File: src/rtl/hsw_pkg.sv
package hsw_pkg;
  localparam int unsigned NFAULT   = 3;
  localparam int unsigned F_OC     = 0;
  localparam int unsigned F_OV     = 1;
  localparam int unsigned F_UV     = 2;
  localparam int unsigned A_ONOFF  = 0;
  localparam int unsigned A_CFG    = 1;
  localparam int unsigned A_PCYC   = 2;
  localparam int unsigned A_MASK   = 3;

  typedef struct packed {
    logic       alert;
    logic       busy;
    logic       unlock;
    logic       on;
    logic [2:0] flt;   // uv, ov, oc
    logic       gate;
  } status_t;
endpackage

File: src/rtl/hsw_cmd_regs.sv
module hsw_cmd_regs
  import hsw_pkg::*;
#(
  parameter int unsigned ADDR_W = 4,
  parameter int unsigned DATA_W = 8
) (
  input  logic              clk,
  input  logic              rst_n,
  input  logic              wr_valid,
  output logic              wr_ready,
  input  logic [ADDR_W-1:0] wr_addr,
  input  logic [DATA_W-1:0] wr_data,
  output logic              rsp_valid,
  output logic              rsp_ack,
  output logic              on_q,
  output logic              unlock_q,
  output logic [NFAULT-1:0] mask_q,
  output logic              clr_pulse,
  output logic              pc_start
);
  localparam logic [ADDR_W-1:0] AD_ON = ADDR_W'(A_ONOFF);
  localparam logic [ADDR_W-1:0] AD_CF = ADDR_W'(A_CFG);
  localparam logic [ADDR_W-1:0] AD_PC = ADDR_W'(A_PCYC);
  localparam logic [ADDR_W-1:0] AD_MK = ADDR_W'(A_MASK);

  logic fire, hit_on, hit_cf, hit_pc, hit_mk, rsv1_ok, rsvm_ok, acc;

  always_comb begin
    fire    = wr_valid & wr_ready;
    hit_on  = (wr_addr == AD_ON);
    hit_cf  = (wr_addr == AD_CF);
    hit_pc  = (wr_addr == AD_PC);
    hit_mk  = (wr_addr == AD_MK);
    rsv1_ok = ((wr_data >> 1) == '0);
    rsvm_ok = ((wr_data >> NFAULT) == '0);
    acc     = (hit_on & unlock_q & rsv1_ok) | (hit_cf & rsv1_ok) |
              (hit_pc & rsv1_ok & wr_data[0]) | (hit_mk & rsvm_ok);
    clr_pulse = fire & acc & hit_on & wr_data[0] & ~on_q;
    pc_start  = fire & acc & hit_pc;
  end

  always_ff @(posedge clk or negedge rst_n) begin
    if (!rst_n) begin
      wr_ready  <= 1'b0;
      rsp_valid <= 1'b0;
      rsp_ack   <= 1'b0;
      on_q      <= 1'b1;
      unlock_q  <= 1'b0;
      mask_q    <= '1;
    end else begin
      wr_ready  <= 1'b1;
      rsp_valid <= fire;
      rsp_ack   <= fire & acc;
      if (fire && acc) begin
        if (hit_on) on_q     <= wr_data[0];
        if (hit_cf) unlock_q <= wr_data[0];
        if (hit_mk) mask_q   <= wr_data[NFAULT-1:0];
      end
    end
  end

  // locked on/off writes are refused and leave the ON bit alone
  a_r5_locked_nack: assert property (@(posedge clk) disable iff (!rst_n)
    (fire && hit_on && !unlock_q) |=> (rsp_valid && !rsp_ack && on_q == $past(on_q)));
  // every handshake yields exactly one response beat next cycle
  a_r11_one_rsp: assert property (@(posedge clk) disable iff (!rst_n)
    fire |=> rsp_valid);
  a_r11_no_spurious: assert property (@(posedge clk) disable iff (!rst_n)
    !fire |=> !rsp_valid);
  // reserved bits set on the unlock register write leave it unchanged
  a_r13_rsv_cfg: assert property (@(posedge clk) disable iff (!rst_n)
    (fire && hit_cf && !rsv1_ok) |=> (unlock_q == $past(unlock_q) && !rsp_ack));
endmodule

File: src/rtl/hsw_fault_latch.sv
module hsw_fault_latch
  import hsw_pkg::*;
#(
  parameter int unsigned NF = NFAULT
) (
  input  logic          clk,
  input  logic          rst_n,
  input  logic [NF-1:0] fault_in,
  input  logic          clr,
  input  logic [NF-1:0] mask,
  output logic [NF-1:0] lat,
  output logic          alert
);
  for (genvar i = 0; i < NF; i++) begin : g_bit
    always_ff @(posedge clk or negedge rst_n) begin
      if (!rst_n)           lat[i] <= 1'b0;
      else if (fault_in[i]) lat[i] <= 1'b1;
      else if (clr)         lat[i] <= 1'b0;
    end
    // a seen fault is latched on the next edge
    a_r6_sets: assert property (@(posedge clk) disable iff (!rst_n)
      fault_in[i] |=> lat[i]);
    // without a clear the flag is sticky
    a_r8_sticky: assert property (@(posedge clk) disable iff (!rst_n)
      (lat[i] && !clr) |=> lat[i]);
  end

  assign alert = |(lat & mask);
endmodule

File: src/rtl/hsw_pcycle_timer.sv
module hsw_pcycle_timer #(
  parameter int unsigned PC_CYCLES = 2000000000
) (
  input  logic clk,
  input  logic rst_n,
  input  logic start,
  output logic busy
);
  localparam int unsigned CNT_W = $clog2(PC_CYCLES + 1);
  localparam logic [CNT_W-1:0] LAST = CNT_W'(PC_CYCLES - 1);

  logic [CNT_W-1:0] cnt;

  always_ff @(posedge clk or negedge rst_n) begin
    if (!rst_n) begin
      busy <= 1'b0;
      cnt  <= '0;
    end else if (!busy) begin
      if (start) begin
        busy <= 1'b1;
        cnt  <= LAST;
      end
    end else if (cnt == '0) begin
      busy <= 1'b0;
    end else begin
      cnt <= cnt - 1'b1;
    end
  end

  // an idle timer starts at the full count
  a_r9_start: assert property (@(posedge clk) disable iff (!rst_n)
    (start && !busy) |=> (busy && cnt == LAST));
  // a request during a running cycle does not reload the count
  a_r10_no_restart: assert property (@(posedge clk) disable iff (!rst_n)
    (start && busy && cnt != '0) |=> (cnt == $past(cnt) - 1'b1));
endmodule

File: src/rtl/hsw_gate_ctrl.sv
module hsw_gate_ctrl
  import hsw_pkg::*;
#(
  parameter int unsigned ADDR_W    = 4,
  parameter int unsigned DATA_W    = 8,
  parameter int unsigned PC_CYCLES = 2000000000
) (
  input  logic              clk,
  input  logic              rst_n,
  input  logic              uv_good,
  input  logic              ov,
  input  logic              oc_timeout,
  input  logic              wr_valid,
  output logic              wr_ready,
  input  logic [ADDR_W-1:0] wr_addr,
  input  logic [DATA_W-1:0] wr_data,
  output logic              rsp_valid,
  output logic              rsp_ack,
  output logic              gate_en,
  output logic [7:0]        status,
  output logic              alert
);
  logic              on_q, unlock_q, clr_pulse, pc_start, pc_busy;
  logic [NFAULT-1:0] mask_q, flt_in, flt_lat;
  status_t           st;

  hsw_cmd_regs #(.ADDR_W(ADDR_W), .DATA_W(DATA_W)) u_regs (
    .clk(clk), .rst_n(rst_n), .wr_valid(wr_valid), .wr_ready(wr_ready),
    .wr_addr(wr_addr), .wr_data(wr_data), .rsp_valid(rsp_valid),
    .rsp_ack(rsp_ack), .on_q(on_q), .unlock_q(unlock_q), .mask_q(mask_q),
    .clr_pulse(clr_pulse), .pc_start(pc_start));

  always_comb begin
    flt_in       = '0;
    flt_in[F_OC] = oc_timeout;
    flt_in[F_OV] = ov;
    flt_in[F_UV] = ~uv_good;
  end

  hsw_fault_latch #(.NF(NFAULT)) u_flt (
    .clk(clk), .rst_n(rst_n), .fault_in(flt_in), .clr(clr_pulse),
    .mask(mask_q), .lat(flt_lat), .alert(alert));

  hsw_pcycle_timer #(.PC_CYCLES(PC_CYCLES)) u_pc (
    .clk(clk), .rst_n(rst_n), .start(pc_start), .busy(pc_busy));

  always_ff @(posedge clk or negedge rst_n) begin
    if (!rst_n) gate_en <= 1'b0;
    else gate_en <= uv_good & ~ov & ~oc_timeout & ~flt_lat[F_OC] & on_q & ~pc_busy;
  end

  always_comb begin
    st.gate   = gate_en;
    st.flt    = flt_lat;
    st.on     = on_q;
    st.unlock = unlock_q;
    st.busy   = pc_busy;
    st.alert  = alert;
    status    = st;
  end

  // hardware out of range forces the gate off on the next edge
  a_r2_hw_off: assert property (@(posedge clk) disable iff (!rst_n)
    (!uv_good || ov || oc_timeout) |=> !gate_en);
  // a cleared ON bit keeps the gate off
  a_r3_veto: assert property (@(posedge clk) disable iff (!rst_n)
    !on_q |=> !gate_en);
  // a latched overcurrent flag blocks the gate
  a_r1_oc_block: assert property (@(posedge clk) disable iff (!rst_n)
    flt_lat[F_OC] |=> !gate_en);
  // a running power cycle blocks the gate
  a_r9_busy_off: assert property (@(posedge clk) disable iff (!rst_n)
    pc_busy |=> !gate_en);
endmodule

File: config.mk
export PLATFORM = sky130hd
export DESIGN_NAME = hsw_gate_ctrl
export DESIGN_NICKNAME = d
export VERILOG_FILES = /design/src/rtl/hsw_pkg.sv /design/src/rtl/hsw_cmd_regs.sv /design/src/rtl/hsw_fault_latch.sv /design/src/rtl/hsw_pcycle_timer.sv /design/src/rtl/hsw_gate_ctrl.sv
export SDC_FILE = /design/constraint.sdc
export NUM_CORES = 1
export LEC_CHECK = 0
export ABC_CLOCK_PERIOD_IN_PS = 2600
export BUFFER_PORTS_ARGS = -buffer_cell sky130_fd_sc_hd__buf_2
export CORE_AREA = 2 2 91 93
export DETAILED_ROUTE_END_ITERATION = 8
export DIE_AREA = 0 0 93 95
export PLACE_DENSITY = 0.58
export SLEW_MARGIN = 20
export SYNTH_ARGS = -nofsm -noshare
export SYNTH_HDL_FRONTEND = slang
export SYNTH_SLANG_ARGS = --single-unit
File: constraint.sdc
create_clock -name clk -period 2.6 [get_ports clk]
set_input_delay 0.26 -clock clk [delete_from_list [all_inputs] [get_ports clk]]
set_output_delay 0.26 -clock clk [all_outputs]
set_load 0.02 [all_outputs]
==> metrics.cfg <==
[outcome]
status=complete, no violations

[worst_setup_path]
crit_path_cell_trace=or4_4, or4_4, or4_4, o2bb2ai_1, a21o_1
cp.arrival_ps=2710
worstPathRequired_ps=2800
cp_common_cell=or4_4
slowest_delay_ps=590
cp-end-kind=register
critPathSlowestCell=or4_4
critPathMaxFanout=7
path_class=register to register
cp-start-kind=register

[die]
fp.dieArea_um2=8840
rows=33
core_area_um2=7930
die_x_um=93
die_h_um=95
start_util_pct=29.7
ioPinCount=31

[cts]
h-tree-depth=2
cts_tree=built
clk_pin_slew_worst_paths_ps=90
cts_root_buf=clkbuf_8
clockBufferDepth=2
cts_sinks=44
cts_buffers=5
clk_latency_ps=300

[detailed_routing]
wl_per_cell_um=14.0
drtIter0Drc=75
via_per_inst=5.13
dr.pass1.iters=4
drcViolationCount=0
route.vias.total=1954
wl_um=5350
postRouteAntennaNets=0

[grt]
grtUsageMet3_pct=2.63
grt_max_degree=43
antenna_found_initial=0
met1_usage_pct=16.8
grt.busiest_layer=met2
track_usage_pct=12.9
grt_pass1_wl_um=9020
first_global_vias=1908
gr-usage-met2_pct=21.6
overflow=0

[synth]
synth-adder-area-share_pct=0.532
synth_top_family_by_area=simple AND/OR/NAND/NOR gates
synth_simple_gate_area_share_pct=22.3
synth-xor-area-share_pct=3.72
synthFlopType=dfrtp_1
synth.distinct_cells=54
syn_nets=248
muxShareOfSynthArea_pct=2.82
ys_warn_count=0
synth-seq-area-share_pct=47.0
async_reset_ff_share_pct=100
syn_avg_cell_area_um2=10.3
netlist_area_um2=2350
ys_seq_elements=44
synth-edff-count=0
syn_inst=229
synth_compound_area_share_pct=18.2

[timing]
hold_viol_final=0
fin_crit_ps=2510
post-route-period-util_pct=96.6
slew_headroom_pct=64.1
finalMaxSlewViolations=0
clock.fmax_mhz=398
clock_skew_ps=7.91
tightestPinTransition_ps=538
setup_viol=0
tns_ps=0
rsz0062_at_grt=false

[run]
cap_violations=0

[final_layout]
num_antenna_cells=0
num-fill-cells=846
regArea_um2=1110
multiInputGateArea_um2=1130
syn_to_final_growth_pct=21.5
final_cell_mix=dfrtp_1, buf_2, buf_4, nor3_1, nor2_1
utilization_pct=36.0
final_common_cell=dfrtp_1
nNetsFinal=294
drive_above_1_share_pct=29.3

[placed_design]
dpl.hpwl_um=3810
numPortBuffers=30
place_congestion=0.789

[power_and_ir_drop]
powerDensity_nw_per_um2=518
p_leak_nw=1.24
vdd_drop_max_mv=0.191

[min_path]
holdCritPathClass=input pin to register

where the power goes:
group,internal [W],total [W],switching [W]
combinational,0.000122,0.000237,0.000115
sequential,0.000739,0.000796,0.0000564
clock,0.000191,0.000449,0.000258
total,0.00105,0.00148,0.000429
what timing repair did:
| action | in CTS | in global routing |
|---|---|---|
| hold endpoints to repair | 0 | 20 |
| gates resized for setup | 0 | 3 |
| setup buffers | 0 | 1 |
| endpoints found under the setup margin | 0 | 6 |
| hold buffers | 0 | 1 |
metal layers:
metal  share of wire, %  vias to the layer above
met2                 49                       24
li1                   -                      960
met3                2.6                        4
met4                1.1                        0
met1                 47                      966
met5                  0                        -
cells by family (layout without fill, tap and decap cells):
group	Yosys count	after routing
XOR/XNOR	10	10
other	1	1
AND/OR/NAND/NOR	91	91
buffers and inverters	23	70
flip-flops	44	44
AO/OA/AOI/OAI	53	53
multiplexers	6	6
adder cells (fa/ha/maj)	1	1
final timing paths:
path	from	cells after the start	slack, ps	to
max reg2reg	u_pc.cnt[11]	5	90	u_pc.cnt[27]
max	u_pc.cnt[11]	5	90	u_pc.cnt[27]
min reg2reg	u_pc.cnt[30]	1	490	u_pc.cnt[30]
min	oc_timeout	2	160	u_flt.lat[0]
min in group asynchronous	rst_n	2	460	u_pc.cnt[16]
max in group asynchronous	rst_n	4	1430	u_regs.mask_q[2]
stage by stage:
step / total power (W) / hold slack (ps) / std cells / setup slack, ps / area, um^2
3_3_place_gp: 0.00103 / 460 / 370 / 72.8 / 2710
5_1_grt: 0.00157 / 163 / 381 / 4.41 / 2860
4_1_cts: 0.00149 / 145 / 378 / 9.63 / 2800
6_report: 0.00148 / 162 / 381 / 88.9 / 2860
3_5_place_dp: 0.00104 / 468 / 370 / 18.1 / 2710
2_1_floorplan: 0.000944 / -35.6 / 229 / 16.5 / 2350
worst max-delay path, delay by kind of cell, from the launching register on:
| kind | cells | cell delay, ps |
|---|---|---|
| AO/OA/AOI/OAI | 2 | 340 |
| flip-flops | 1 | 390 |
| AND/OR/NAND/NOR | 3 | 1690 |
state kept, by name, summed over array words and instances (netlist names):
signal	count
u_regs.rsp_ack	1
u_regs.on_q	1
u_regs.wr_ready	1
u_flt.lat	3
u_pc.busy	1
u_regs.mask_q	3
u_regs.unlock_q	1
gate_en	1
u_regs.rsp_valid	1
u_pc.cnt	31
final cells by class:
cell class                      instances  share of cell area (%)
Clock buffer                            5                    2.41
Clock inverter                          3                   0.832
Inverter                                9                    1.27
Multi-Input combinational cell        162                    39.7
Sequential cell                        44                    38.7
Tap cell                              105                    4.60
Timing Repair Buffer                   53                    12.5
synthesized netlist by cell type (all sizes together) (5+ instances only):
library cell,count,share of area (%)
a2bb2oi,10,3.7
xnor2,6,2.2
inv,9,1.5
or4,10,3.5
a21o,5,1.6
mux2,5,2.4
nand2b,5,1.3
a21oi,5,1.1
nand3,8,1.7
nor2,14,2.6
clkbuf,6,0.96
nor3,16,3.4
nor4,11,3.2
dfrtp,40,43
buf,8,2.8
nand2,8,1.3
Power figures use the tool's default switching activity.
